--- src/rtl/dma_irq_pkg.sv ---
package dma_irq_pkg;
  localparam int EVT_W    = 6;
  localparam int STAT_W   = 7;
  localparam int RD_W     = 16;
  localparam int BIT_TMO  = 0;
  localparam int BIT_DROP = 1;
  localparam int BIT_HALF = 2;
  localparam int BIT_FRM  = 3;
  localparam int BIT_LAST = 4;
  localparam int BIT_BLK  = 5;
  localparam int BIT_SYNC = 6;
  localparam int PART_LSB = 6;
  localparam logic [EVT_W-1:0] IEN_RESET = 6'h03;
  localparam logic [EVT_W-1:0] ALWAYS_ON = 6'h02;

  typedef enum logic {
    SEL_STATUS = 1'b0,
    SEL_ENABLE = 1'b1
  } reg_sel_e;

  function automatic bit has_partner(int c, int span, int pairs);
    return (c < pairs) || (c >= span && c < span + pairs);
  endfunction

  function automatic int partner_of(int c, int span, int pairs);
    return (c < pairs) ? c + span : c - span;
  endfunction
endpackage

--- src/rtl/irqst_chan.sv ---
module irqst_chan
  import dma_irq_pkg::*;
(
  input  logic              clk,
  input  logic              rst_n,
  input  logic              present_i,
  input  logic [EVT_W-1:0]  evt_i,
  input  logic              sync_i,
  input  logic              ien_we_i,
  input  logic [EVT_W-1:0]  ien_wdata_i,
  input  logic              clr_i,
  output logic [STAT_W-1:0] status_o,
  output logic [EVT_W-1:0]  ien_o
);
  logic [EVT_W-1:0] flags_q;
  logic [EVT_W-1:0] ien_q;
  logic             sync_q;
  logic [EVT_W-1:0] accepted;

  // the dropped-request event bypasses the mask
  assign accepted = present_i ? (evt_i & (ien_q | ALWAYS_ON)) : '0;

  always_ff @(posedge clk) begin
    if (!rst_n) begin
      flags_q <= '0;
      ien_q   <= IEN_RESET;
      sync_q  <= 1'b0;
    end else begin
      flags_q <= (clr_i ? '0 : flags_q) | accepted;
      if (ien_we_i) ien_q <= ien_wdata_i;
      sync_q  <= sync_i;
    end
  end

  assign status_o = {sync_q, flags_q};
  assign ien_o    = ien_q;

  a_r4_drop_recorded: assert property (@(posedge clk) disable iff (!rst_n)
    present_i && evt_i[BIT_DROP] |=> status_o[BIT_DROP]);

  a_r3_masked_half_blocked: assert property (@(posedge clk) disable iff (!rst_n)
    evt_i[BIT_HALF] && !ien_o[BIT_HALF] && !status_o[BIT_HALF] |=> !status_o[BIT_HALF]);

  a_r7_clear_empties: assert property (@(posedge clk) disable iff (!rst_n)
    clr_i && !(present_i && |evt_i) |=> status_o[EVT_W-1:0] == '0);

  a_r12_event_beats_clear: assert property (@(posedge clk) disable iff (!rst_n)
    clr_i && present_i && evt_i[BIT_DROP] |=> status_o[BIT_DROP]);
endmodule

--- src/rtl/irqst_read.sv ---
module irqst_read
  import dma_irq_pkg::*;
#(
  parameter int NUM_CH       = 16,
  parameter int PAIR_SPAN    = 6,
  parameter int SHARED_PAIRS = 3,
  localparam int CH_W        = $clog2(NUM_CH)
) (
  input  logic                           clk,
  input  logic                           rst_n,
  input  logic                           legacy_i,
  input  logic                           rd_en_i,
  input  logic [CH_W-1:0]                rd_ch_i,
  input  logic                           rd_sel_i,
  input  logic [NUM_CH-1:0]              present_i,
  input  logic [NUM_CH-1:0][STAT_W-1:0]  status_i,
  input  logic [NUM_CH-1:0][EVT_W-1:0]   ien_i,
  output logic [NUM_CH-1:0]              clr_o,
  output logic [NUM_CH-1:0]              lower_o,
  output logic                           rd_valid_o,
  output logic [RD_W-1:0]                rd_data_o
);
  int               rd_idx;
  logic             hit;
  logic             stat_rd;
  logic [EVT_W-1:0] part_flags;
  logic [RD_W-1:0]  rd_next;
  int               line_idx;
  logic             valid_q;
  logic [RD_W-1:0]  data_q;

  always_comb begin
    rd_idx  = int'(rd_ch_i);
    hit     = present_i[rd_ch_i];
    stat_rd = rd_en_i && (rd_sel_i == SEL_STATUS) && hit;
  end

  // partner flags and the clear vector
  always_comb begin
    part_flags = '0;
    clr_o      = '0;
    for (int i = 0; i < NUM_CH; i++) begin
      if (legacy_i && has_partner(i, PAIR_SPAN, SHARED_PAIRS) &&
          partner_of(i, PAIR_SPAN, SHARED_PAIRS) == rd_idx) begin
        part_flags = status_i[i][EVT_W-1:0];
        clr_o[i]   = stat_rd;
      end
      if (i == rd_idx) clr_o[i] = stat_rd;
    end
  end

  // a legacy pair shares the lower channel's line
  always_comb begin
    line_idx = rd_idx;
    if (legacy_i && rd_idx >= PAIR_SPAN && rd_idx < PAIR_SPAN + SHARED_PAIRS)
      line_idx = rd_idx - PAIR_SPAN;
    lower_o = '0;
    if (stat_rd) lower_o[line_idx] = 1'b1;
  end

  always_comb begin
    rd_next = '0;
    if (hit) begin
      if (rd_sel_i == SEL_STATUS)
        rd_next = RD_W'(status_i[rd_ch_i]) | (RD_W'(part_flags) << PART_LSB);
      else
        rd_next = RD_W'(ien_i[rd_ch_i]);
    end
  end

  always_ff @(posedge clk) begin
    if (!rst_n) begin
      valid_q <= 1'b0;
      data_q  <= '0;
    end else begin
      valid_q <= rd_en_i;
      if (rd_en_i) data_q <= rd_next;
    end
  end

  assign rd_valid_o = valid_q;
  assign rd_data_o  = data_q;

  a_r6_valid_follows: assert property (@(posedge clk) disable iff (!rst_n)
    rd_en_i |=> rd_valid_o);

  a_r6_no_spurious_valid: assert property (@(posedge clk) disable iff (!rst_n)
    !rd_en_i |=> !rd_valid_o);

  a_r8_ext_no_partner_bits: assert property (@(posedge clk) disable iff (!rst_n)
    rd_en_i && !legacy_i |=> rd_data_o[RD_W-1:STAT_W] == '0);

  a_r8_ext_single_clear: assert property (@(posedge clk) disable iff (!rst_n)
    !legacy_i |-> $countones(clr_o) <= 1);

  a_r11_single_lower: assert property (@(posedge clk) disable iff (!rst_n)
    $onehot0(lower_o));
endmodule

--- src/rtl/irqst_lines.sv ---
module irqst_lines
  import dma_irq_pkg::*;
#(
  parameter int NUM_CH       = 16,
  parameter int PAIR_SPAN    = 6,
  parameter int SHARED_PAIRS = 3,
  localparam int LEGACY_LINES = PAIR_SPAN
) (
  input  logic                          clk,
  input  logic                          rst_n,
  input  logic                          legacy_i,
  input  logic [NUM_CH-1:0][STAT_W-1:0] status_i,
  input  logic [NUM_CH-1:0]             lower_i,
  output logic [NUM_CH-1:0]             irq_o
);
  logic [NUM_CH-1:0] st_nz;

  always_comb begin
    for (int c = 0; c < NUM_CH; c++) st_nz[c] = |status_i[c];
  end

  for (genvar l = 0; l < NUM_CH; l++) begin : g_line
    logic req;
    logic irq_q;
    if (l < SHARED_PAIRS) begin : g_shared
      assign req = legacy_i ? (st_nz[l] | st_nz[l+PAIR_SPAN]) : st_nz[l];
    end else if (l < LEGACY_LINES) begin : g_solo
      assign req = st_nz[l];
    end else begin : g_ext_only
      assign req = legacy_i ? 1'b0 : st_nz[l];
    end

    always_ff @(posedge clk) begin
      if (!rst_n) irq_q <= 1'b0;
      else        irq_q <= req & ~lower_i[l];
    end
    assign irq_o[l] = irq_q;

    a_r11_lowered_after_read: assert property (@(posedge clk) disable iff (!rst_n)
      lower_i[l] |=> !irq_o[l]);

    a_r10_ext_idle_quiet: assert property (@(posedge clk) disable iff (!rst_n)
      !legacy_i && !st_nz[l] |=> !irq_o[l]);

    if (l >= LEGACY_LINES) begin : g_chk_upper
      a_r9_legacy_upper_quiet: assert property (@(posedge clk) disable iff (!rst_n)
        legacy_i |=> !irq_o[l]);
    end
  end
endmodule

--- src/rtl/dma_evt_irq_status.sv ---
module dma_evt_irq_status
  import dma_irq_pkg::*;
#(
  parameter int NUM_CH       = 16,
  parameter int LEGACY_CH    = 9,
  parameter int PAIR_SPAN    = 6,
  parameter int SHARED_PAIRS = 3,
  localparam int CH_W        = $clog2(NUM_CH)
) (
  input  logic                    clk,
  input  logic                    rst_n,
  input  logic                    ext_mode_i,
  input  logic [NUM_CH*EVT_W-1:0] evt_i,
  input  logic [NUM_CH-1:0]       sync_act_i,
  input  logic                    wr_en_i,
  input  logic [CH_W-1:0]         wr_ch_i,
  input  logic                    wr_sel_i,
  input  logic [EVT_W-1:0]        wr_data_i,
  input  logic                    rd_en_i,
  input  logic [CH_W-1:0]         rd_ch_i,
  input  logic                    rd_sel_i,
  output logic                    rd_valid_o,
  output logic [RD_W-1:0]         rd_data_o,
  output logic [NUM_CH-1:0]       irq_o
);
  logic                          legacy;
  logic [NUM_CH-1:0]             present;
  logic [NUM_CH-1:0]             clr;
  logic [NUM_CH-1:0]             lower;
  logic [NUM_CH-1:0][STAT_W-1:0] status;
  logic [NUM_CH-1:0][EVT_W-1:0]  ien;

  assign legacy = !ext_mode_i;

  for (genvar i = 0; i < NUM_CH; i++) begin : g_ch
    logic we;
    assign present[i] = !legacy || (i < LEGACY_CH);
    assign we = wr_en_i && (wr_ch_i == CH_W'(i)) && (wr_sel_i == SEL_ENABLE) && present[i];

    irqst_chan u_chan (
      .clk         (clk),
      .rst_n       (rst_n),
      .present_i   (present[i]),
      .evt_i       (evt_i[i*EVT_W +: EVT_W]),
      .sync_i      (sync_act_i[i]),
      .ien_we_i    (we),
      .ien_wdata_i (wr_data_i),
      .clr_i       (clr[i]),
      .status_o    (status[i]),
      .ien_o       (ien[i])
    );
  end

  irqst_read #(
    .NUM_CH       (NUM_CH),
    .PAIR_SPAN    (PAIR_SPAN),
    .SHARED_PAIRS (SHARED_PAIRS)
  ) u_read (
    .clk        (clk),
    .rst_n      (rst_n),
    .legacy_i   (legacy),
    .rd_en_i    (rd_en_i),
    .rd_ch_i    (rd_ch_i),
    .rd_sel_i   (rd_sel_i),
    .present_i  (present),
    .status_i   (status),
    .ien_i      (ien),
    .clr_o      (clr),
    .lower_o    (lower),
    .rd_valid_o (rd_valid_o),
    .rd_data_o  (rd_data_o)
  );

  irqst_lines #(
    .NUM_CH       (NUM_CH),
    .PAIR_SPAN    (PAIR_SPAN),
    .SHARED_PAIRS (SHARED_PAIRS)
  ) u_lines (
    .clk      (clk),
    .rst_n    (rst_n),
    .legacy_i (legacy),
    .status_i (status),
    .lower_i  (lower),
    .irq_o    (irq_o)
  );

  a_r14_absent_no_clear: assert property (@(posedge clk) disable iff (!rst_n)
    legacy |-> clr[NUM_CH-1:LEGACY_CH] == '0);
endmodule

--- config.mk ---
export PLATFORM = sky130hd
export DESIGN_NAME = dma_evt_irq_status
export DESIGN_NICKNAME = d
export VERILOG_FILES = /design/src/rtl/dma_irq_pkg.sv /design/src/rtl/irqst_chan.sv /design/src/rtl/irqst_read.sv /design/src/rtl/irqst_lines.sv /design/src/rtl/dma_evt_irq_status.sv
export SDC_FILE = /design/constraint.sdc
export NUM_CORES = 1
export LEC_CHECK = 0
export ABC_AREA = 1
export BUFFER_PORTS_ARGS = -buffer_cell sky130_fd_sc_hd__buf_2
export CORE_ASPECT_RATIO = 1.75
export CORE_UTILIZATION = 55
export CTS_BUF_LIST = sky130_fd_sc_hd__clkbuf_4 sky130_fd_sc_hd__clkbuf_8
export DETAILED_ROUTE_END_ITERATION = 8
export PLACE_DENSITY = 0.77
export SLEW_MARGIN = 40
export SYNTH_ARGS = -nofsm -noshare
export SYNTH_HDL_FRONTEND = slang
export SYNTH_SLANG_ARGS = --single-unit
--- constraint.sdc ---
create_clock -name clk -period 1.8 [get_ports clk]
set_input_delay 0.09 -clock clk [delete_from_list [all_inputs] [get_ports clk]]
set_output_delay 0.09 -clock clk [all_outputs]
set_load 0.02 [all_outputs]
==> Word level (Yosys, flattened, before mapping) <==
Index checks and enable logic that the tools add are counted.
{ "classes": {"n_bitwise": 69, "add_sub_neg": 1, "n_reduce_logical": 69, "eq_ne": 30, "order_cmp": 5, "n_mux": 76} }
{ "op_table": {"columns": ["cell", "n"], "rows": [
  ["2-to-1 mux 6 bit", 30],
  ["OR reduction 7 bit", 16],
  ["bitwise AND 6 bit", 16],
  ["bitwise OR 6 bit", 16],
  ["logical AND 1 bit", 50],
  ["2-to-1 mux 16 bit", 3],
  ["2-to-1 mux 1 bit", 37],
  ["== test 4 bit (first input constant)", 8],
  ["== test 4 bit (second input constant)", 8],
  ["greater-or-equal comparator 32 x 1 -> 1 bit (second input constant)", 1],
  ["logical NOT 32 bit", 1],
  ["< comparator 32 x 6 -> 1 bit (second input constant)", 1],
  ["2-to-1 mux 32 bit", 1],
  ["binary-select mux 7 bit (select 4 bit)", 1],
  ["binary-select mux 6 bit (select 4 bit)", 1],
  ["inverter 1 bit", 17],
  ["bitwise AND 1 bit", 16],
  ["== test 3 x 4 -> 1 bit (first input constant)", 4],
  ["== test 4 x 3 -> 1 bit (second input constant)", 4],
  ["bitwise OR 7 x 12 -> 12 bit", 1],
  ["== test 2 x 4 -> 1 bit (first input constant)", 2],
  ["== test 4 x 2 -> 1 bit (second input constant)", 2],
  ["2-to-1 mux 7 bit", 1],
  ["< comparator 4 x 5 -> 1 bit (second input constant)", 1],
  ["other kinds (10)", 12]
]} }
{ "totals": {"out_inout_bits": 33, "regBits": 241, "in_bits": 133} }

==> Depth between registers and ports, before layout <==
Gate-level depths: netlist of run 1.
{ "logic_depth": {"ltp_word": 11, "mapped_depth": 14, "mapped_depth_nobuf": 12} }

==> Cells and area by module <==
A second synthesis of run 1 with hierarchy kept.
{ "hier_totals": {"cells_unflattened": 1843, "hier_area_um2": 11685.0} }
{ "modules_own_cells": {"columns": ["module", "n_inst", "cells_each", "area_per_inst_um2"], "rows": [
  ["irqst_chan", 16, 55, 442.9],
  ["irqst_read", 1, 776, 3482.1],
  ["irqst_lines", 1, 149, 970.9],
  ["dma_evt_irq_status", 1, 38, 145.1]
]} }

==> Least setup slack after synthesis of run 1 <==
No wires, ideal clock.
{ "synth_timing": {"kind": "in2reg", "start": "input port rd_ch_i[0]", "end": "register g_ch[11].u_chan.flags_q[1]", "arrival_time_ns": 1.200, "path_buffers": 2, "path_slack_ns": 0.472, "required_ns": 1.672, "path_stages": 10, "path_cell_list": "buf_4 > nor2_4 > o21ai_1 > nand2_1 > nand2_2 > inv_2 > buf_6 > nand3_2 > a22oi_1 > nor2_1"} }
{ "synth_between": {"elab_chain_len": 6, "word_cells_on_any_way": 7, "cone_classes": "eq/ne (1); mux (4); bitwise (1); reduce/logical (1)"} }
{ "synth_lines": {"columns": ["element", "line_no", "text"], "rows": [
  ["start, declared", "dma_evt_irq_status.sv:20", "input logic [CH_W-1:0] rd_ch_i,"],
  ["binary-select mux 1 bit (select 4 bit)", "irqst_read.sv:34", "hit = present_i[rd_ch_i];"],
  ["2-to-1 mux 1 bit (implied by the code)", "irqst_read.sv:34", null],
  ["logical AND 1 bit", "irqst_read.sv:35", "stat_rd = rd_en_i && (rd_sel_i == SEL_STATUS) && hit;"],
  ["2-to-1 mux 1 bit *", "irqst_read.sv:48", "if (i == rd_idx) clr_o[i] = stat_rd;"],
  ["2-to-1 mux 6 bit *", "irqst_chan.sv:29", "flags_q <= (clr_i ? '0 : flags_q) | accepted;"],
  ["bitwise OR 6 bit *", "irqst_chan.sv:29", null],
  ["end signal, assigned", "irqst_chan.sv:29", null],
  ["end, declared", "irqst_chan.sv:15", "logic [EVT_W-1:0] flags_q;"]
]} }
Mark *: on every way between the ends. The rest lies on a longest branch, timed or not. The select of a mux whose other input is x is not followed.
A chain may end at the register's enable or synchronous reset.

==> Final worst setup path of run 1 <==
{ "layout_timing": {"start": "input port ext_mode_i", "end": "register u_lines.g_line[10].irq_q"} }
{ "layout_between": {"elab_chain_len": 11, "word_cells_on_any_way": 16, "cone_classes": "order compare (2); mux (7); bitwise (2); reduce/logical (5)"} }
{ "layout_lines": {"columns": ["element", "line_no", "text"], "rows": [
  ["start, declared", "dma_evt_irq_status.sv:12", "input logic ext_mode_i,"],
  ["logical NOT 1 bit", "dma_evt_irq_status.sv:33", "assign legacy = !ext_mode_i;"],
  ["logical AND 1 bit (2 in a row)", "irqst_read.sv:55", "if (legacy_i && rd_idx >= PAIR_SPAN && rd_idx < PAIR_SPAN + SHARED_PAIRS)"],
  ["2-to-1 mux 32 bit", "irqst_read.sv:55", null],
  ["greater-or-equal comparator 32 x 1 -> 1 bit (implied by the code) or < comparator 32 x 6 -> 1 bit (tied branches)", "irqst_read.sv:58", "if (stat_rd) lower_o[line_idx] = 1'b1;"],
  ["logical AND 1 bit (implied by the code)", "irqst_read.sv:58", null],
  ["2-to-1 mux 1 bit (implied by the code)", "irqst_read.sv:58", null],
  ["demux 1 bit (select 4 bit)", null, null],
  ["2-to-1 mux 16 bit", "irqst_read.sv:58", null],
  ["inverter 1 bit", "irqst_lines.sv:35", "else irq_q <= req & ~lower_i[l];"],
  ["bitwise AND 1 bit *", "irqst_lines.sv:35", null],
  ["end signal, assigned", "irqst_lines.sv:35", null],
  ["end, declared", "irqst_lines.sv:24", "logic irq_q;"]
]} }
Marked as above.

==> results.md, run 1 <==
- The library cell with the highest instance count after synthesis is sky130_fd_sc_hd__nand2_1.
- In this run, synthesis produced a sequential element count of 237.
- The total length of routed wires is approximately 47,000 um.
- The tightest min-delay check is of the in -> reg type.
- The TritonCTS clock tree is yes.
- The commonest register cell after synthesis is sky130_fd_sc_hd__dfxtp_1.
- The upper clock frequency limit is 0.635 GHz.
- Clock-pin slew was measured on the worst setup and hold paths at 0.06 ns.
- The detailed placer's ending HPWL is 32,700 um.
- Synthesis instantiated 37 different standard cells from the library.
- The destination of the worst register-to-register timing path is u_read.rd_data_o[1]$_SDFFE_PN0P_.
- The startpoint identified for the worst hold timing path is wr_data_i[2].
- In this run the worst path has a maximum fanout of 19.
- The run finished with clean final reports.
- After the first detailed-routing iteration, the DRC count stood at 1,139.
- The summed instance area of the synthesized netlist is 0.0110 sq mm.
- The via count of the first global-routing pass was about 13,000.
- The number of antenna violations at the first check in global routing was 4.
- The sequential cell area is about 0.0047 sq mm.
- The clock latency reported for the late side of the worst-skew pair is 0.57 ns.
- The worst setup path is launched from an input port.
- The total via count in the routed design is between 10,000 and 15,000.
- From left edge to right edge, the die measures 109 um.
- At the end of routability-driven placement, the weighted congestion stood at around 1.1.
- By area the synthesized netlist is led by sky130_fd_sc_hd__dfxtp_1, sky130_fd_sc_hd__nand2_1, sky130_fd_sc_hd__nor2_1, sky130_fd_sc_hd__a21oi_1, sky130_fd_sc_hd__o21ai_0.
- The number of max-slew violations in the final report is 0.
- The startpoint identified for the worst register-to-register timing path is g_ch[0].u_chan.flags_q[1]$_SDFF_PN0_.
- The global-route usage over all layers is between 40% and 50%.
- The worst hold path terminates at g_ch[14].u_chan.ien_o[2]$_SDFFE_PN0P_.
- For this design the static power due to leakage is 6.53 nW.
- The worst hold path cell count is 3.
- In this run the vertical extent of the chip is roughly 190 um.
- For this configuration, the core starts out at a cell density of 56.2%.
- The H-tree was split into 2 levels.
- The transition time at the pin with the least slew margin is 0.679 ns.
- The area growth from synthesis to final layout is 29.1%.
- The share of the Yosys chip area taken by registers is 43.0%.
- The first TritonRoute pass finished after 6 iterations.
- The data arrival at the endpoint of the critical path is 2.07 ns.
- In this run, post-CTS hold repair placed 125 buffers.
- The worst register-to-register path has a depth of 8.
- For the worst setup path, the data required time is 2.30 ns.
- In the synthesized netlist the async set-or-reset flop fraction comes to 0%.
- In this run the post-CTS setup repair buffer count came out at 0.
- The gate count of the mapped netlist is 1,658.
- The number of enable-type register cells in the synthesized netlist is 0.
- The core box area is a little under 0.02 sq mm.
- The number of buffer cells added on primary ports is 161.
- The largest total area in the synthesized netlist belongs to sky130_fd_sc_hd__dfxtp_1.
- The setup slack of the worst register-to-register path is 0.28 ns.
- The wire length per cell after detailed routing is 20.9 um.
- The number of buffers added by the clock tree synthesis step is 36.
- Global routing finished with a remaining overflow of 0.
- The share of synthesized area in the top cell type comes to 43.0%.
- The die covers 0.0207 sq mm.
- Setup repair after global routing left no endpoint under its margin.
- Dividing the detail-routed via count by the number of cells gives 5.78.
- STA classifies the critical path endpoint as a register.
- Summing all multi-input logic gate instances after layout gives roughly 0.0053 sq mm.
- The critical path is of the in -> reg type.
- The final count of hold timing violations came to 0.
- No sink is reached through more buffers than the 3 on the longest clock path.
- Max-cap violations in this run came to 0.
- The synthesized area divided by synthesized cell count is around 6.7 sq um.
- The aggregate negative setup slack is 0 ns.
- The row count is 68.
- The number of nets in the layout is between 2,000 and 2,500.
- After filler insertion, the fill cell instance count of the layout stands at 1,605.
- The pin count of the biggest net entering global routing is 50.
- The ratio of cells with drive above 1 in the final layout is 15.9%.
- The number of warning messages in the yosys log is 0.
- The minimum clock period after layout is 1.58 ns.
- Headroom to the max-slew limit came out at 54.2%.
- Power comes to between 10 and 15 mW.
- The first-pass GRT wire length is 69,700 um.
- The library cell used as clock root buffer is sky130_fd_sc_hd__clkbuf_8.
- The number of gates resized after cts is 0.
- In the routed design, unresolved DRC markers number 0.
- For this design the ratio of total power to cell area is 818 mW/mm^2.
- The setup skew after layout is 0.0162 ns.
- The setup violation total in the final timing report is 0.
- In the synthesized netlist, the cells that appear most often are sky130_fd_sc_hd__nand2_1, sky130_fd_sc_hd__dfxtp_1, sky130_fd_sc_hd__nor2_1.
- In the finished design, the share of the clock period the worst path needs comes to 87.5%.
- The number of clock sinks is ~240.
- roughly 170 I/O pins were placed.
- In this run the remaining antenna-violating nets after routing total 0.
- IR analysis of the VDD net gives a maximum drop of 770 uV.
-- stage by stage --
| step | hold slack [ns] | worst slack, ns | area [sq um] | utilization, % | cells |
|---|---|---|---|---|---|
| 2_1_floorplan | 0.183 | 0.472 | 11000 | - | 1661 |
| 3_3_place_gp | 0.272 | 0.0407 | 12300 | 62.4 | 2038 |
| 3_5_place_dp | 0.278 | 0.0201 | 12300 | 62.4 | 2038 |
| 4_1_cts | 0.00471 | 0.262 | 14200 | 72.5 | 2222 |
| 5_1_grt | 0.0211 | 0.111 | 14200 | 72.5 | 2225 |
| 6_report | 0.0127 | 0.224 | 14200 | 72.5 | 2226 |
-- worst max path at each step --
stage / start / cells past startpoint / slack, ns / endpoint
finish: ext_mode_i / 8 / 0.22 / u_lines.g_line[10].irq_q$_SDFF_PN0_
global route: ext_mode_i / 10 / 0.11 / g_ch[15].u_chan.ien_o[5]$_SDFFE_PN0P_
CTS: ext_mode_i / 10 / 0.26 / g_ch[15].u_chan.ien_o[5]$_SDFFE_PN0P_
detailed placement: rd_ch_i[0] / 12 / 0.02 / u_read.rd_data_o[2]$_SDFFE_PN0P_
global placement: rd_ch_i[0] / 12 / 0.04 / u_read.rd_data_o[2]$_SDFFE_PN0P_
floorplan: rd_ch_i[0] / 10 / 0.47 / g_ch[11].u_chan.flags_q[1]$_SDFF_PN0_
-- layer usage --
metal | up-vias | track usage [%] | share of wire, %
met5 | - | 0 | 0.024
met4 | 2 | 41.7 | 10
met3 | 293 | 10.9 | 9.6
met2 | 832 | 74.2 | 47
met1 | 5803 | 48.6 | 33
li1 | 5930 | - | -
-- layout make-up --
type,count,area share [%]
inverters,129,3.40
multi-input cells,1203,37.5
clock buffers,54,4.73
repair buffers,349,18.5
flip-flops and latches,237,33.3
clock inverters,5,0.404
well taps,245,2.15
diodes,4,0.0702
-- sequential cells by signal, indices dropped and copies added (netlist names) --
| name | cells |
|---|---|
| u_read.rd_data_o | 12 |
| u_read.rd_valid_o | 1 |
| g_ch.u_chan.flags_q | 96 |
| u_lines.g_line.irq_q | 16 |
| g_ch.u_chan.ien_o | 96 |
| g_ch.u_chan.sync_q | 16 |
-- power breakdown --
part	internal [mW]	switching, mW	total, mW
Sequential	5.38	0.129	5.51
Combinational	0.605	0.901	1.51
Clock	2.53	2.11	4.64
-- cell families after synthesis --
kind of cell | count (synthesis) | synth area share (%)
other cells | 1 | 0.0340
xor+xnor | 1 | 0.147
simple gates | 911 | 34.2
compound gates | 284 | 13.6
fa+ha+maj | 3 | 0.340
buf+inv | 221 | 8.74
flops | 237 | 43.0
-- critical path, stage by stage --
cell and delay (ns):
sky130_fd_sc_hd__dlygate4sd3_1 0.52, sky130_fd_sc_hd__buf_2 0.12, sky130_fd_sc_hd__buf_4 0.26, sky130_fd_sc_hd__nand2_1 0.20, sky130_fd_sc_hd__inv_1 0.36, sky130_fd_sc_hd__o41ai_1 0.24
sky130_fd_sc_hd__buf_4 0.20, sky130_fd_sc_hd__nor2_1 0.09
-- layout by cell type, fill, tap and decap left out, types with 8 or more instances in the layout --
cell	count
sky130_fd_sc_hd__nand2_1	560
sky130_fd_sc_hd__dfxtp_1	237
sky130_fd_sc_hd__nor2_1	181
sky130_fd_sc_hd__buf_2	160
sky130_fd_sc_hd__a21oi_1	132
sky130_fd_sc_hd__dlygate4sd3_1	125
sky130_fd_sc_hd__inv_1	122
sky130_fd_sc_hd__o21ai_0	113
sky130_fd_sc_hd__nand3_1	89
sky130_fd_sc_hd__buf_4	56
sky130_fd_sc_hd__clkbuf_8	43
sky130_fd_sc_hd__nand4_1	32
sky130_fd_sc_hd__nor3_1	13
sky130_fd_sc_hd__nor4_1	13
sky130_fd_sc_hd__a22oi_1	12
sky130_fd_sc_hd__clkbuf_4	11
sky130_fd_sc_hd__o21ai_1	9
sky130_fd_sc_hd__nand3_2	8
sky130_fd_sc_hd__buf_12	8
(Power assumes the default switching activity.)
==> run 2, diff against run 1 <==
--- a/config.mk
+++ b/config.mk
@@ -8,10 +8,10 @@
 export ABC_AREA = 1
 export BUFFER_PORTS_ARGS = -buffer_cell sky130_fd_sc_hd__buf_2
 export CORE_ASPECT_RATIO = 1.75
-export CORE_UTILIZATION = 55
+export CORE_UTILIZATION = 45
 export CTS_BUF_LIST = sky130_fd_sc_hd__clkbuf_4 sky130_fd_sc_hd__clkbuf_8
 export DETAILED_ROUTE_END_ITERATION = 8
-export PLACE_DENSITY = 0.77
+export PLACE_DENSITY = 0.65
 export SLEW_MARGIN = 40
 export SYNTH_ARGS = -nofsm -noshare
 export SYNTH_HDL_FRONTEND = slang
==> constraint.sdc (replaced) <==
create_clock -name clk -period 1.8 [get_ports clk]
set_input_delay 0 -clock clk [delete_from_list [all_inputs] [get_ports clk]]
set_output_delay 0 -clock clk [all_outputs]
set_load 0.02 [all_outputs]
==> run 2 against run 1 <==
Against the previous run:
- first-iteration DRC count down 13%
- register-to-register slack worse by 0.23 ns
- clock skew down 0.0046 ns
- setup slack worse by 0.17 ns
- sequential power about the same
- global-route usage down 9.4 points
- highest routed layer is now met4
- largest cell class unchanged
- critical endpoint is now g_ch[9].u_chan.flags_q[2]$_SDFF_PN0_
==> results.md, run 2 (synthesized netlist as in run 1, its figures left out) <==
- The run finished with clean final reports.
- The buffering stage count on the worst path with inverters included is 2 (-3).
- The global-route usage over all layers is 36.7% (-9.4 points).
- The core box area is 0.0240 sq mm (+22%).
- The number of max-slew violations in the final report is 0 (unchanged).
- The leakage power total is 6.64 nW (+1.7%).
- The worst relative slew slack is 58.0% (+3.8 points).
- The critical path's largest stage delay was 0.58 ns (+0.06 ns).
- The design internal power is 8.86 mW (+4.1%).
- The number of antenna violations at the first check in global routing is 0 (-4).
- The minimum clock period after layout is 1.75 ns (+0.170 ns).
- The initial detailed-routing violation count is 991 (-13%).
- The die height is 209 um (+10%).
- The setup violation total in the final timing report is 0 (unchanged).
- The maximum level of the CTS H-tree was 2 (unchanged).
- The number of nets in the layout is 2,119 (+1.3%).
- The overall power of the completed layout is 12.1 mW (+3.7%).
- The upper clock frequency limit was 0.573 GHz (-9.7%).
- The clock latency reported for the late side of the worst-skew pair is 0.56 ns (about the same).
- The largest delay contributor family on the critical path is buffers and inverters.
- The detailed-routing iteration count for the pre-antenna-repair pass is 5 (-1).
- The path class of the tightest hold or removal check is in -> reg.
- The part of the power in registers is 45.5% (-1.8 points).
- The row count is 75 (+10%).
- The top cell types in the final layout, fill and taps aside, are sky130_fd_sc_hd__nand2_1, sky130_fd_sc_hd__dfxtp_1, sky130_fd_sc_hd__nor2_1, sky130_fd_sc_hd__dlygate4sd3_1, sky130_fd_sc_hd__buf_2.
- The setup skew after layout is 0.0116 ns (-0.00459 ns).
- The type of the setup path with the least slack is reg -> reg.
- By instance count, the cell type seen most on the critical path is sky130_fd_sc_hd__dlygate4sd3_1.
- The number of buffers added by the clock tree synthesis step came to 37 (+2.8%).
- The I/O pin count is 166 (unchanged).
- The via count normalized by instance count is 5.39 (-6.6%).
- STA classifies the critical path startpoint as a register.
- The portion of the clock cycle consumed by the worst path in the final layout is 97.0% (+9.5 points).
- The post-layout worst setup margin is 0.0543 ns (-0.170 ns).
- The most common cell after layout, fill and taps aside is sky130_fd_sc_hd__nand2_1.
- The number of clock sinks is 237 (unchanged).
- The sum of met2 wire segment lengths after detailed routing is 22,900 um (+4.7%).
- The horizontal die dimension is 120 um (+10%).
- The number of buffer cells added on primary ports came to 161 (unchanged).
- The biggest fanout along the worst timing path is 3 (-16).
- The setup slack after placement is -0.00459 ns (-0.0247 ns).
- The routability congestion estimate was 1.05 (about the same).
- The aggregate global routing overflow came to 0 (unchanged).
- The worst endpoint required time came to 2.30 ns (about the same).
- The deepest clock path buffer count is 3 (unchanged).
- The transition time at the pin with the least slew margin is 0.622 ns (-0.0566 ns).
- The total via count in the routed design came to 12,500 (-2.8%).
- The die outline area was 0.0252 sq mm (+22%).
- The filler cell count was 2,288 (+43%).
- The met3 wirelength from detailed routing was 2910 um (-35%).
- The part of the total power dissipated in the clock network is 42.1% (+2.3 points).
- CTS placed an instance of sky130_fd_sc_hd__clkbuf_8 at the clock tree root.
- The power per unit of standard cell area is 819 mW/mm^2 (+0.16%).
- The critical path goes through nand3_1 -> dlygate4sd3_1 -> a21oi_2 -> dlygate4sd3_1.
- The count of non-filler cells in the finished layout came to 2,318 (+4.1%).
- The total length of routed wires is 46,000 um (-1.2%).
- After detailed routing, no signal wire sits above met4.
- Setup repair after global routing left no endpoint under its margin.
- The remaining antenna violation count is 0 (unchanged).
- The final count of hold timing violations is 0 (unchanged).
- The total routed wire length on the met1 layer is 16,500 um (+7.6%).
- The peak supply drop is 630 uV (-18%).
- The pin count of the biggest net entering global routing is 70 (+40%).
- The number of placed instances, taps included is 2,082 (+2.2%).
- The wire length per cell after detailed routing is 19.9 um (-5.1%).
- The CTS clock-pin slew for the worst setup and hold paths is 0.07 ns (about the same).
- The reported max-cap violation count came to 0 (unchanged).
- The slowest cell on the critical path is sky130_fd_sc_hd__dlygate4sd3_1.
- The net switching power of the design is 3.23 mW (+2.7%).
- The worst hold slack is 0.0491 ns (+0.0364 ns).
- The ratio of cells with drive above 1 in the final layout is 15.6% (-0.35 points).
- The TritonCTS clock tree is yes.
- The detailed placer's ending HPWL was 33,000 um (+0.91%).
- The first-pass GRT wire length was 68,800 um (-1.4%).
- The worst setup path is captured at a register.
- The power share of the combinational group is 12.4% (-0.5 points).
- The net switching share of the total power was 26.7% (-0.26 points).
- The data arrival at the endpoint of the critical path is 2.24 ns (+0.17 ns).
- The aggregate negative setup slack came to 0 ns (unchanged).
- The initial core utilization came to 45.9% (-10 points).
- The residual DRC count is 0 (unchanged).
- The area growth from synthesis to layout is 33.7%.
- The via count of the first global-routing pass is 12,300 (-3.8%).
## run 2: cell types whose count changed in the layout (fill, tap and decap cells not counted), sizes merged
cell and delta:
clkbuf +4, clkinvlp -3, buf -16, diode -3, dlygate4sd3 +42, clkinv +3
inv +1, bufinv +1
## run 2: worst paths after layout
| check | startpoint | endpoint | slack (ns) | cells after the start |
|---|---|---|---|---|
| worst max-delay path | g_ch[9].u_chan.ien_o[2]$_SDFFE_PN0P_ | g_ch[9].u_chan.flags_q[2]$_SDFF_PN0_ | 0.05 | 4 |
| worst min-delay path | ext_mode_i | g_ch[10].u_chan.flags_q[1]$_SDFF_PN0_ | 0.05 | 4 |
| worst max register to register | g_ch[9].u_chan.ien_o[2]$_SDFFE_PN0P_ | g_ch[9].u_chan.flags_q[2]$_SDFF_PN0_ | 0.05 | 4 |
| worst min register to register | g_ch[5].u_chan.ien_o[1]$_SDFFE_PN1P_ | g_ch[5].u_chan.ien_o[1]$_SDFFE_PN1P_ | 0.46 | 2 |
## run 2: metal layers
metal / global-route usage, % / vias up
li1: - / 5969
met1: 40.0 / 5725
met2: 64.1 / 626
met3: 5.08 / 183
met4: 26.5 / 0
met5: 0 / -
## run 2: power groups by stage
stage	Sequential [mW]	Combinational (mW)	Clock (mW)
floorplan	5.57	0.708	0
global route	5.51	1.60	5.35
CTS	5.50	1.46	5.13
global placement	5.62	1.21	0
finish	5.50	1.50	5.09
detailed placement	5.62	1.22	0
## run 2: final cells by class
class                      count  area (sq um)  area share (%)
multi-input combinational   1203          5370            36.4
tap                          308           385            2.61
timing repair buffer         375          2950            20.0
clock buffer                  58           729            4.94
inverter                     129           489            3.32
clock inverter                 7          88.8           0.602
antenna                        1          2.50          0.0170
sequential                   237          4750            32.2
## run 2: tightest hold or removal path: cells and delay by family
kind	cells	cell delay [ns]
compound gates	1	0.19
buf+inv	2	0.30
simple gates	1	0.05
## run 2: repair_timing
action / CTS / global route
hold endpoints to repair: 212 / 0
resized for setup: 0 / 14
setup endpoints to repair: 0 / 26
setup buffers: 0 / 3
hold buffers: 167 / 0
## run 2: per-stage QoR
stage          utilization [%]  instance area [sq um]
5_1_grt                   61.4                  14800
4_1_cts                   61.2                  14700
6_report                  61.4                  14800
3_5_place_dp              50.8                  12200
3_3_place_gp              50.8                  12200
2_1_floorplan                -                  11000
